File: config.mk
export PLATFORM = sky130hd
export DESIGN_NAME = gprh_top
export DESIGN_NICKNAME = d
export VERILOG_FILES = /design/src/rtl/gprh_pkg.sv /design/src/rtl/gprh_store.sv /design/src/rtl/gprh_lookup.sv /design/src/rtl/gprh_opnd_mux.sv /design/src/rtl/gprh_top.sv
export SDC_FILE = /design/constraint.sdc
export NUM_CORES = 1
export LEC_CHECK = 0
export ABC_AREA = 1
export BUFFER_PORTS_ARGS = -buffer_cell sky130_fd_sc_hd__buf_2
export CAP_MARGIN = 40
export CELL_PAD_IN_SITES_DETAIL_PLACEMENT = 0
export CELL_PAD_IN_SITES_GLOBAL_PLACEMENT = 1
export CORE_AREA = 10 10 181 183
export CTS_CLUSTER_DIAMETER = 100
export DETAILED_ROUTE_END_ITERATION = 10
export DIE_AREA = 0 0 191 193
export GPL_ROUTABILITY_DRIVEN = 0
export PLACE_DENSITY_LB_ADDON = 0.08
export SLEW_MARGIN = 20
export SYNTH_ARGS = -nofsm -noshare
export SYNTH_HDL_FRONTEND = slang
export SYNTH_SLANG_ARGS = --single-unit
File: constraint.sdc
create_clock -name clk -period 8.5 [get_ports clk]
set_input_delay 0.85 -clock clk [delete_from_list [all_inputs] [get_ports clk]]
set_output_delay 0.85 -clock clk [all_outputs]
set_load 0.05 [all_outputs]
File: src/rtl/gprh_pkg.sv
// Shared types of the register hazard scoreboard.
// Assumes: nothing beyond IEEE 1800-2017.
package gprh_pkg;

    // Source of one execute-stage operand.
    typedef enum logic {
        OPND_FROM_RF  = 1'b0,
        OPND_FROM_EXE = 1'b1
    } opnd_src_e;

    // Verdict for one source operand.
    typedef struct packed {
        logic fwd;   // take the value from the execute output
        logic blk;   // operand cannot be read yet
    } opnd_verdict_t;

endpackage

File: src/rtl/gprh_store.sv
// Ordered list of pending destination registers, oldest in slot 0.
// Write-back removes the oldest matching entry and compacts the list;
// issue appends after the removal. The "view" outputs show the list
// after this cycle's removal and before the append, so hazard checks
// see a same-cycle write-back.
// Assumes: wr_en is only raised when view_cnt < DEPTH.
module gprh_store #(
    parameter int NREG  = 32,
    parameter int DEPTH = 2,
    localparam int AW   = $clog2(NREG),
    localparam int CW   = $clog2(DEPTH + 1),
    localparam int IW   = (DEPTH > 1) ? $clog2(DEPTH) : 1
) (
    input  logic                      clk,
    input  logic                      rst_n,
    input  logic                      wr_en,
    input  logic [AW-1:0]             wr_reg,
    input  logic                      wr_fast,
    input  logic                      wb_valid,
    input  logic [AW-1:0]             wb_reg,
    output logic [CW-1:0]             view_cnt,
    output logic [DEPTH-1:0][AW-1:0]  view_reg,
    output logic [DEPTH-1:0]          view_fast,
    output logic [DEPTH-1:0]          view_last
);

    logic [CW-1:0]             cnt_q;
    logic [DEPTH-1:0][AW-1:0]  reg_q, reg_n;
    logic [DEPTH-1:0]          fast_q, fast_n;
    logic [DEPTH-1:0]          last_q, last_n;
    logic                      kill;
    logic [IW-1:0]             kill_idx;

    // Pick the oldest pending entry named by the write-back.
    always_comb begin
        kill     = 1'b0;
        kill_idx = '0;
        for (int i = DEPTH - 1; i >= 0; i--) begin
            if (wb_valid && (CW'(i) < cnt_q) && (reg_q[i] == wb_reg)) begin
                kill     = 1'b1;
                kill_idx = IW'(i);
            end
        end
    end

    assign view_cnt = cnt_q - CW'(kill);

    for (genvar g = 0; g < DEPTH; g++) begin : g_slot
        // Compact: slots at or above the removed one take their upper neighbour.
        if (g < DEPTH - 1) begin : g_shift
            always_comb begin
                if (kill && (IW'(g) >= kill_idx)) begin
                    view_reg[g]  = reg_q[g+1];
                    view_fast[g] = fast_q[g+1];
                    view_last[g] = last_q[g+1];
                end else begin
                    view_reg[g]  = reg_q[g];
                    view_fast[g] = fast_q[g];
                    view_last[g] = last_q[g];
                end
            end
        end else begin : g_top
            always_comb begin
                view_reg[g]  = reg_q[g];
                view_fast[g] = fast_q[g];
                view_last[g] = last_q[g];
            end
        end

        // Append the issuing destination; every older entry loses "last".
        always_comb begin
            if (wr_en && (view_cnt == CW'(g))) begin
                reg_n[g]  = wr_reg;
                fast_n[g] = wr_fast;
                last_n[g] = 1'b1;
            end else begin
                reg_n[g]  = view_reg[g];
                fast_n[g] = view_fast[g];
                last_n[g] = 1'b0;
            end
        end
    end

    // Hold the list state.
    always_ff @(posedge clk) begin
        if (!rst_n) begin
            cnt_q  <= '0;
            reg_q  <= '0;
            fast_q <= '0;
            last_q <= '0;
        end else begin
            cnt_q  <= view_cnt + CW'(wr_en);
            reg_q  <= reg_n;
            fast_q <= fast_n;
            last_q <= last_n;
        end
    end

    // an append never lands in a full list
    p_no_overflow_r7: assert property (@(posedge clk) disable iff (!rst_n)
        wr_en |-> (view_cnt < CW'(DEPTH)));

    // a matching write-back without an append shrinks the list by one
    p_wb_pops_r3: assert property (@(posedge clk) disable iff (!rst_n)
        (kill && !wr_en) |=> (cnt_q == $past(cnt_q) - CW'(1)));

    // reset empties the list
    p_reset_empty_r1: assert property (@(posedge clk)
        !rst_n |=> (cnt_q == '0));

endmodule

File: src/rtl/gprh_lookup.sv
// Hazard verdict for one source operand against the pending list view.
// Forward only from the newest entry when it is fast and was appended on
// the previous clock; any other match blocks.
// Assumes: view entries at index >= view_cnt are not meaningful.
module gprh_lookup
    import gprh_pkg::*;
#(
    parameter int NREG  = 32,
    parameter int DEPTH = 2,
    localparam int AW   = $clog2(NREG),
    localparam int CW   = $clog2(DEPTH + 1)
) (
    input  logic                      src_valid,
    input  logic [AW-1:0]             src_reg,
    input  logic [CW-1:0]             view_cnt,
    input  logic [DEPTH-1:0][AW-1:0]  view_reg,
    input  logic [DEPTH-1:0]          view_fast,
    input  logic [DEPTH-1:0]          view_last,
    output opnd_verdict_t             verdict
);

    logic [DEPTH-1:0] hit;
    logic             hit_newest_ok;

    // Match the source against every live entry.
    always_comb begin
        for (int i = 0; i < DEPTH; i++) begin
            hit[i] = src_valid && (CW'(i) < view_cnt) && (view_reg[i] == src_reg);
        end
    end

    // Check whether the newest entry can supply the value directly.
    always_comb begin
        hit_newest_ok = 1'b0;
        for (int i = 0; i < DEPTH; i++) begin
            if ((CW'(i) + CW'(1)) == view_cnt) begin
                hit_newest_ok = hit[i] && view_fast[i] && view_last[i];
            end
        end
    end

    assign verdict.fwd = hit_newest_ok;
    assign verdict.blk = (|hit) && !hit_newest_ok;

endmodule

File: src/rtl/gprh_opnd_mux.sv
// Execute-stage operand selection: register-read data or the latched
// result of the previous execute-stage instruction.
// Assumes: rf_data already belongs to the instruction now in execute.
module gprh_opnd_mux
    import gprh_pkg::*;
#(
    parameter int NSRC = 3,
    parameter int DW   = 64
) (
    input  logic [NSRC-1:0]          sel,
    input  logic [NSRC-1:0][DW-1:0]  rf_data,
    input  logic [DW-1:0]            exe_result,
    output logic [NSRC-1:0][DW-1:0]  opnd
);

    for (genvar g = 0; g < NSRC; g++) begin : g_leg
        opnd_src_e src;
        assign src = opnd_src_e'(sel[g]);
        // Choose this leg's operand source.
        always_comb begin
            case (src)
                OPND_FROM_EXE: opnd[g] = exe_result;
                default:       opnd[g] = rf_data[g];
            endcase
        end
    end

endmodule

File: src/rtl/gprh_top.sv
// Register hazard scoreboard with forwarding for an in-order pipeline.
// Decides per cycle whether the offered instruction issues, registers
// its forward selects into the execute stage and drives the operand mux.
// Assumes: write-back is in program order per register and the register
// file writes through in the write-back cycle.
module gprh_top
    import gprh_pkg::*;
#(
    parameter int NSRC  = 3,
    parameter int NREG  = 32,
    parameter int DEPTH = 2,
    parameter int DW    = 64,
    localparam int AW   = $clog2(NREG),
    localparam int CW   = $clog2(DEPTH + 1)
) (
    input  logic                      clk,
    input  logic                      rst_n,
    input  logic                      iss_valid,
    input  logic [NSRC-1:0]           iss_src_valid,
    input  logic [NSRC-1:0][AW-1:0]   iss_src_reg,
    input  logic                      iss_dst_valid,
    input  logic [AW-1:0]             iss_dst_reg,
    input  logic                      iss_dst_fast,
    input  logic                      wb_valid,
    input  logic [AW-1:0]             wb_reg,
    output logic                      stall,
    output logic [NSRC-1:0]           iss_fwd_sel,
    output logic                      exe_valid,
    output logic [NSRC-1:0]           exe_fwd_sel,
    input  logic [NSRC-1:0][DW-1:0]   rf_data,
    input  logic [DW-1:0]             exe_result,
    output logic [NSRC-1:0][DW-1:0]   exe_opnd
);

    logic [CW-1:0]             view_cnt;
    logic [DEPTH-1:0][AW-1:0]  view_reg;
    logic [DEPTH-1:0]          view_fast;
    logic [DEPTH-1:0]          view_last;
    opnd_verdict_t [NSRC-1:0]  verdict;
    logic [NSRC-1:0]           blk_vec;
    logic                      list_full;
    logic                      issue;
    logic                      wr_en;

    gprh_store #(.NREG(NREG), .DEPTH(DEPTH)) u_store (
        .clk       (clk),
        .rst_n     (rst_n),
        .wr_en     (wr_en),
        .wr_reg    (iss_dst_reg),
        .wr_fast   (iss_dst_fast),
        .wb_valid  (wb_valid),
        .wb_reg    (wb_reg),
        .view_cnt  (view_cnt),
        .view_reg  (view_reg),
        .view_fast (view_fast),
        .view_last (view_last)
    );

    for (genvar g = 0; g < NSRC; g++) begin : g_src
        gprh_lookup #(.NREG(NREG), .DEPTH(DEPTH)) u_lookup (
            .src_valid (iss_src_valid[g]),
            .src_reg   (iss_src_reg[g]),
            .view_cnt  (view_cnt),
            .view_reg  (view_reg),
            .view_fast (view_fast),
            .view_last (view_last),
            .verdict   (verdict[g])
        );
        assign blk_vec[g]     = verdict[g].blk;
        assign iss_fwd_sel[g] = iss_valid && verdict[g].fwd;
    end

    // Hold decode on any blocked operand or on a full list.
    always_comb begin
        list_full = (view_cnt == CW'(DEPTH));
        stall     = iss_valid && ((|blk_vec) || (iss_dst_valid && list_full));
    end

    assign issue = iss_valid && !stall;
    assign wr_en = issue && iss_dst_valid;

    // Carry the forward selects into the execute stage with the instruction.
    always_ff @(posedge clk) begin
        if (!rst_n) begin
            exe_valid   <= 1'b0;
            exe_fwd_sel <= '0;
        end else begin
            exe_valid   <= issue;
            exe_fwd_sel <= issue ? iss_fwd_sel : '0;
        end
    end

    gprh_opnd_mux #(.NSRC(NSRC), .DW(DW)) u_mux (
        .sel        (exe_fwd_sel),
        .rf_data    (rf_data),
        .exe_result (exe_result),
        .opnd       (exe_opnd)
    );

    // a held instruction leaves a bubble in execute
    p_stall_bubble_r5: assert property (@(posedge clk) disable iff (!rst_n)
        (iss_valid && stall) |=> !exe_valid);

    // selects arrive in execute one clock after issue
    p_sel_travels_r5: assert property (@(posedge clk) disable iff (!rst_n)
        (iss_valid && !stall) |=> (exe_valid && (exe_fwd_sel == $past(iss_fwd_sel))));

    // a forwarded operand never causes the stall by itself
    p_fwd_no_block_r2: assert property (@(posedge clk) disable iff (!rst_n)
        ((iss_fwd_sel != '0) && !iss_dst_valid && !(|blk_vec)) |-> !stall);

endmodule

After elaboration in Yosys (flattened, before gate mapping)
Index checks and enable logic that the tools add are counted.

storage, ports and cells
  register bits after elaboration = 20
  input bits = 290
  output and inout port bits = 200
  word-level logic and storage cells = 98

operators by class
  $add $sub $neg = 2
  order comparisons = 5
  eq/ne operators = 12
  multiplexer cells = 19
  reduce and logical (&&, ||, !) cells = 52

operator list
  kind                  number
  $mux W64              3
  $logic_and A1 B1 Y1   41
  $eq A5 B5 Y1          8
  $mux W1               14
  $mux W5               2
  $lt A1 B2 Y1 const A  4
  $reduce_or A2 Y1      3
  $logic_not A1 Y1      4
  $reduce_or A3 Y1      1
  $add A2 B1 Y2         1
  $eq A1 B2 Y1 const A  1
  $eq A2 B1 Y1 const B  1
  $eq A2 B2 Y1 const A  1
  $eq A2 B2 Y1 const B  1
  $logic_not A2 Y1      1
  $reduce_and A2 Y1     1
  $sub A2 B1 Y2         1
  $ge A1 B1 Y1 const A  1
  $logic_or A1 B1 Y1    1

Longest topological paths before layout
  depth after elaboration = 24
  mapped depth = 25
  gate-level depth less buffers = 23

Hierarchy
A second synthesis with hierarchy kept.

second synthesis, totals
  cells, all modules = 1003
  area total of the unflattened synthesis = 4605.7 µm²

modules (own cells, without submodules)
  module         times used  cells each  area an instance (µm²)  sequential area each (µm²)
  gprh_opnd_mux  1           618         2511.2                  0.0
  gprh_store     1           156         1047.3                  320.3
  gprh_lookup    3           68          290.3                   0.0
  gprh_top       1           25          176.4                   80.1

Least setup slack after synthesis
Ideal clock, no wire load.

  path type = input-to-output
  start point = input port wb_reg[2]
  end point = output port iss_fwd_sel[1]
  arrival time = 3.321 ns
  data required time = 7.650 ns
  path slack = 4.329 ns
  stages = 17
  buffers on the path = 1
  cell sequence = inv_1 -> nand2_1 -> nand2_1 -> nor2_8 -> nand3_4 -> buf_6 -> nand2_1 -> ha_1 -> or2_2 -> nand2_2 -> inv_1 -> nor2_1 -> nand3_1 -> nor2_2 -> nand4_1 -> and2_1 -> nor2_1

between the ends
  longest elaborated chain between the ends = 14
  elaborated cells on any way between the ends = 29
  those cells by class = add/sub (1); order compare (3); eq/ne (5); mux (8); reduce/logical (12)

RTL lines
  item                                                                    line               source
  from (decl)                                                             gprh_top.sv:25     input logic [AW-1:0] wb_reg,
  parallel branches: the longest is 12 deep, another holds $sub A2 B1 Y2  --
  $mux W1 *                                                               gprh_lookup.sv:36  if ((CW'(i) + CW'(1)) == view_cnt) begin
  $logic_and A1 B1 Y1 *                                                   gprh_top.sv:70     assign iss_fwd_sel[g] = iss_valid && verdict[g].fwd;
  to (decl)                                                               gprh_top.sv:27     output logic [NSRC-1:0] iss_fwd_sel,

Mark *: on every way between the ends.

Worst setup path in the final report
  start point = input port wb_reg[2]
  end point = output port stall

between the ends
  longest elaborated chain between the ends = 18
  elaborated cells on any way between the ends = 64
  those cells by class = add/sub (1); order compare (3); eq/ne (8); mux (12); reduce/logical (40)

RTL lines
  item                                                                    line            source
  parallel branches: the longest is 16 deep, another holds $sub A2 B1 Y2  --
  $logic_or A1 B1 Y1 *                                                    gprh_top.sv:76  stall = iss_valid && ((|blk_vec) || (iss_dst_valid && list_full));
  $logic_and A1 B1 Y1 *                                                   gprh_top.sv:76
  to (decl)                                                               gprh_top.sv:26  output logic stall,

Marked as above.

==> qor.txt <==
STA
--------------------------------------------------------------------------------
Slew headroom                                                             0.6420
Period utilization                                                        0.5250
Final hold violations                                                          0
Total of endpoints with negative setup slack in the final report               0
Minimum clock period                                                     4462 ps
Achievable clock frequency                                            0.2241 GHz
Clock tree skew after final layout                                      2.227 ps
Transition time at the pin with the least slew margin                   532.1 ps
Unrepaired setup endpoints after global routing                               no
Final max-slew violation count                                                 0
Accumulated negative setup slack                                            0 ps

HOLD PATH
--------------------------------------------------------------------------------
Kind of path behind the tightest hold check                         flip-flop to flip-flop
Hold_sp                                                             u_store.fast_q[1]

CTS
--------------------------------------------------------------------------------
CTS tree                                                                   built
Clock-pin slew on the worst setup and hold paths                           70 ps
Post-CTS Setup Inserts                                                         0
Cts hold-fix bufs                                                              0
TritonCTS Sinks                                                               20
Clock H-tree levels                                                            1
Clock latency reported for the late side of the worst-skew pair           270 ps
Clock Path Buffers                                                             2
Resized Gates After CTS                                                        0
Number of buffers created by CTS                                               3
Clk Tree Root Cell                                                     clkbuf_16

GLOBAL ROUTING
--------------------------------------------------------------------------------
First-pass GRT wire length                                              52.10 mm
Busiest grt layer                                                           met2
Met2 layer usage reported by global route                                 0.3100
Maximum number of pins on one net before global-route repair                  50
Number of antenna violations at the first check in global routing             54
All-layer global routing usage                                            0.2008
Met3 track demand over resource                                           0.1225
GR Util met1                                                              0.2420
Number of global-route vias before repair                                   6031
Overflow after GRT                                                             0

SYNTH
--------------------------------------------------------------------------------
Flip-flop and latch count after synthesis                                     20
Share of flip-flops with an asynchronous set or reset                          0
Cell variety after synth                                                      34
Primary FF master, synth                                                 dfxtp_1
Cell count after synthesis                                                   539
Mapped Nets                                                                  831
Netlist area before placement                                          4096 um^2
Average size of a mapped cell                                         7.600 um^2
Warning count from the yosys run                                               0
Post-synthesis sequential area ratio                                     0.09774
EDFF count, synth                                                              0

DETAILED ROUTING
--------------------------------------------------------------------------------
Wirelength per Cell                                                     28.36 um
Routed wire length                                                      40.08 mm
# DRC                                                                          0
Vias per inst                                                              4.079
Post-detailed-route count of antenna-violating nets                            0
Number of DRC markers in iteration 0                                         226
Via count of the routed design                                              5764
Detailed-router iteration count before antenna repair                          4

SETUP PATH
--------------------------------------------------------------------------------
Critical path fanouts, max                                                    12
Startpoint of the worst-slack reg-to-reg timing path                u_store.view_reg[6]
CP max stage cell                                                          or2_2
Startpoint type of the worst setup path                             primary input
Required time at the endpoint of the critical path                       7650 ps
Dominant delay contributor by cell family on the critical path      simple AND/OR/NAND/NOR gates
Worst path buffer plus inverter count                                          4
CP dominant cell by count                                                nand2_1
Type of element capturing the critical path                           output pin
Critical path startpoint                                               wb_reg[2]
Type of the setup path with the least slack                         primary input to output pin
Ordered list of cells on the worst path                             buf_2 > inv_1 > nand2_1 > nand2_1 > nor2_8 > nand3_4 > nand2_1 > ha_1 > or2_2 > nand2_2 > inv_1 > nor2_1 > nand3_1 > nor2_2 > nand4_1 > nand3_1 > nand2_1 > nor2_4 > nor2_1 > buf_2
Max stage delay on crit path                                              280 ps
Arr. time, crit path                                                     3610 ps

POWER AND IR DROP
--------------------------------------------------------------------------------
Leakage component of the power                                          3.719 nW
Max IR drop VDD                                                     0.00006075 V
Power density cells                                                 96.94 nW/um^2

FINAL LAYOUT
--------------------------------------------------------------------------------
NumNets Final                                                               1301
Fraction of final layout cells sized beyond drive strength 1              0.7044
Final std cells w/o fill                                                    1413
Synth-to-layout area growth                                               74.01%
Final Instance Area                                                    7128 um^2
Most used cells in the layout excluding fill and tap cells          489 x buf_2, 192 x mux2_2, 107 x nand2_1
Commonest non-fill, non-tap cell in the layout                             buf_2
Fillers                                                                     3379

DIE
--------------------------------------------------------------------------------
Die width                                                                 191 um
Starting utilization of the core area                                     0.1401
Die Area                                                              36860 um^2
Cell row count                                                                63
Die extent in y                                                           193 um
Placeable Area                                                        29240 um^2
Top-level port count                                                         490

PLACE
--------------------------------------------------------------------------------
Area after DPL                                                         6990 um^2
Port Buf Inserts                                                             489
Final HPWL DP                                                           36.21 mm
Cell count after placement                                                  1394

RUN
--------------------------------------------------------------------------------
Number of violations of the max-capacitance limit                              0

RUN STATUS
--------------------------------------------------------------------------------
Result of the run                                                   complete, no violations

[cell type report]
cell class	count	area [um^2]	share of cell area
flip-flops and latches	20	411.6	0.05775
diodes	15	37.54	0.005266
multi-input cells	450	3411	0.4785
inverters	42	157.7	0.02212
clock buffers	4	100.1	0.01404
well taps	390	488.0	0.06846
repair buffers	492	2522	0.3539
[through the flow]
stage / total power [mW] / setup slack [ps] / utilization / hold WS [ps]
2_1_floorplan: 0.3885 / 4329 / - / 509.6
3_3_place_gp: 0.5634 / 4093 / 0.2365 / 572.4
3_5_place_dp: 0.5606 / 3992 / 0.2390 / 564.0
4_1_cts: 0.7022 / 3994 / 0.2425 / 579.8
5_1_grt: 0.7283 / 3727 / 0.2429 / 654.4
6_report: 0.6910 / 4038 / 0.2437 / 577.3
[per-layer routing]
layer  up-vias  part of all wire
met5         -            0.0084
met4        50            0.0056
met3        68              0.14
met2       295              0.45
met1      2549              0.40
li1       2802                 -
[tightest hold or removal path: stages (launching register included)]
cell	delay, ps
dfxtp_1	330
inv_1	70
nand2_1	50
nand2_1	50
nor2_1	30
[cell usage after synthesis (2+ instances only)]
| cell | n | area [um^2] |
|---|---|---|
| a21oi_1 | 2 | 10.01 |
| buf_6 | 3 | 33.78 |
| clkbuf_1 | 23 | 86.33 |
| nand3b_1 | 3 | 22.52 |
| nor4_1 | 3 | 18.77 |
| nand4_4 | 2 | 42.54 |
| o22ai_1 | 3 | 18.77 |
| or2_2 | 2 | 12.51 |
| xnor2_1 | 3 | 26.28 |
| mux2_2 | 192 | 2162 |
| nand2_2 | 6 | 37.54 |
| o21ai_0 | 3 | 15.01 |
| nand4_1 | 6 | 37.54 |
| nor2_2 | 2 | 12.51 |
| inv_1 | 38 | 142.6 |
| xor2_1 | 4 | 35.03 |
| nor2_4 | 2 | 22.52 |
| ha_1 | 2 | 25.02 |
| nand3_1 | 38 | 190.2 |
| nor2_1 | 58 | 217.7 |
| nor3_1 | 2 | 10.01 |
| and2_1 | 3 | 18.77 |
| inv_2 | 3 | 11.26 |
| nand2_1 | 107 | 401.6 |
| dfxtp_1 | 20 | 400.4 |
[where the power goes]
part / switching, mW / leakage, nW / internal (mW)
clock: 0.0529 / 0.0494 / 0.0823
combinational: 0.315 / 3.50 / 0.136
sequential: 0.00622 / 0.166 / 0.0985
[worst paths after layout]
kind / slack (ps) / cells after the start / to
setup / recovery: 4040 / 20 / stall
hold / removal: 580 / 4 / u_store.fast_q[1]
setup reg to reg: 4990 / 20 / u_store.reg_q[2]
hold reg to reg: 580 / 4 / u_store.fast_q[1]
[kinds of logic after synthesis]
| logic type | count (synthesis) | synth area share |
|---|---|---|
| adder cells (fa/ha/maj) | 2 | 0.006108 |
| multiplexers | 192 | 0.5278 |
| AO/OA/AOI/OAI | 12 | 0.01802 |
| XOR/XNOR | 7 | 0.01497 |
| flip-flops | 20 | 0.09774 |
| AND/OR/NAND/NOR | 237 | 0.2657 |
| buffers and inverters | 69 | 0.06964 |
No activity file was read; power rests on OpenSTA's default activity.
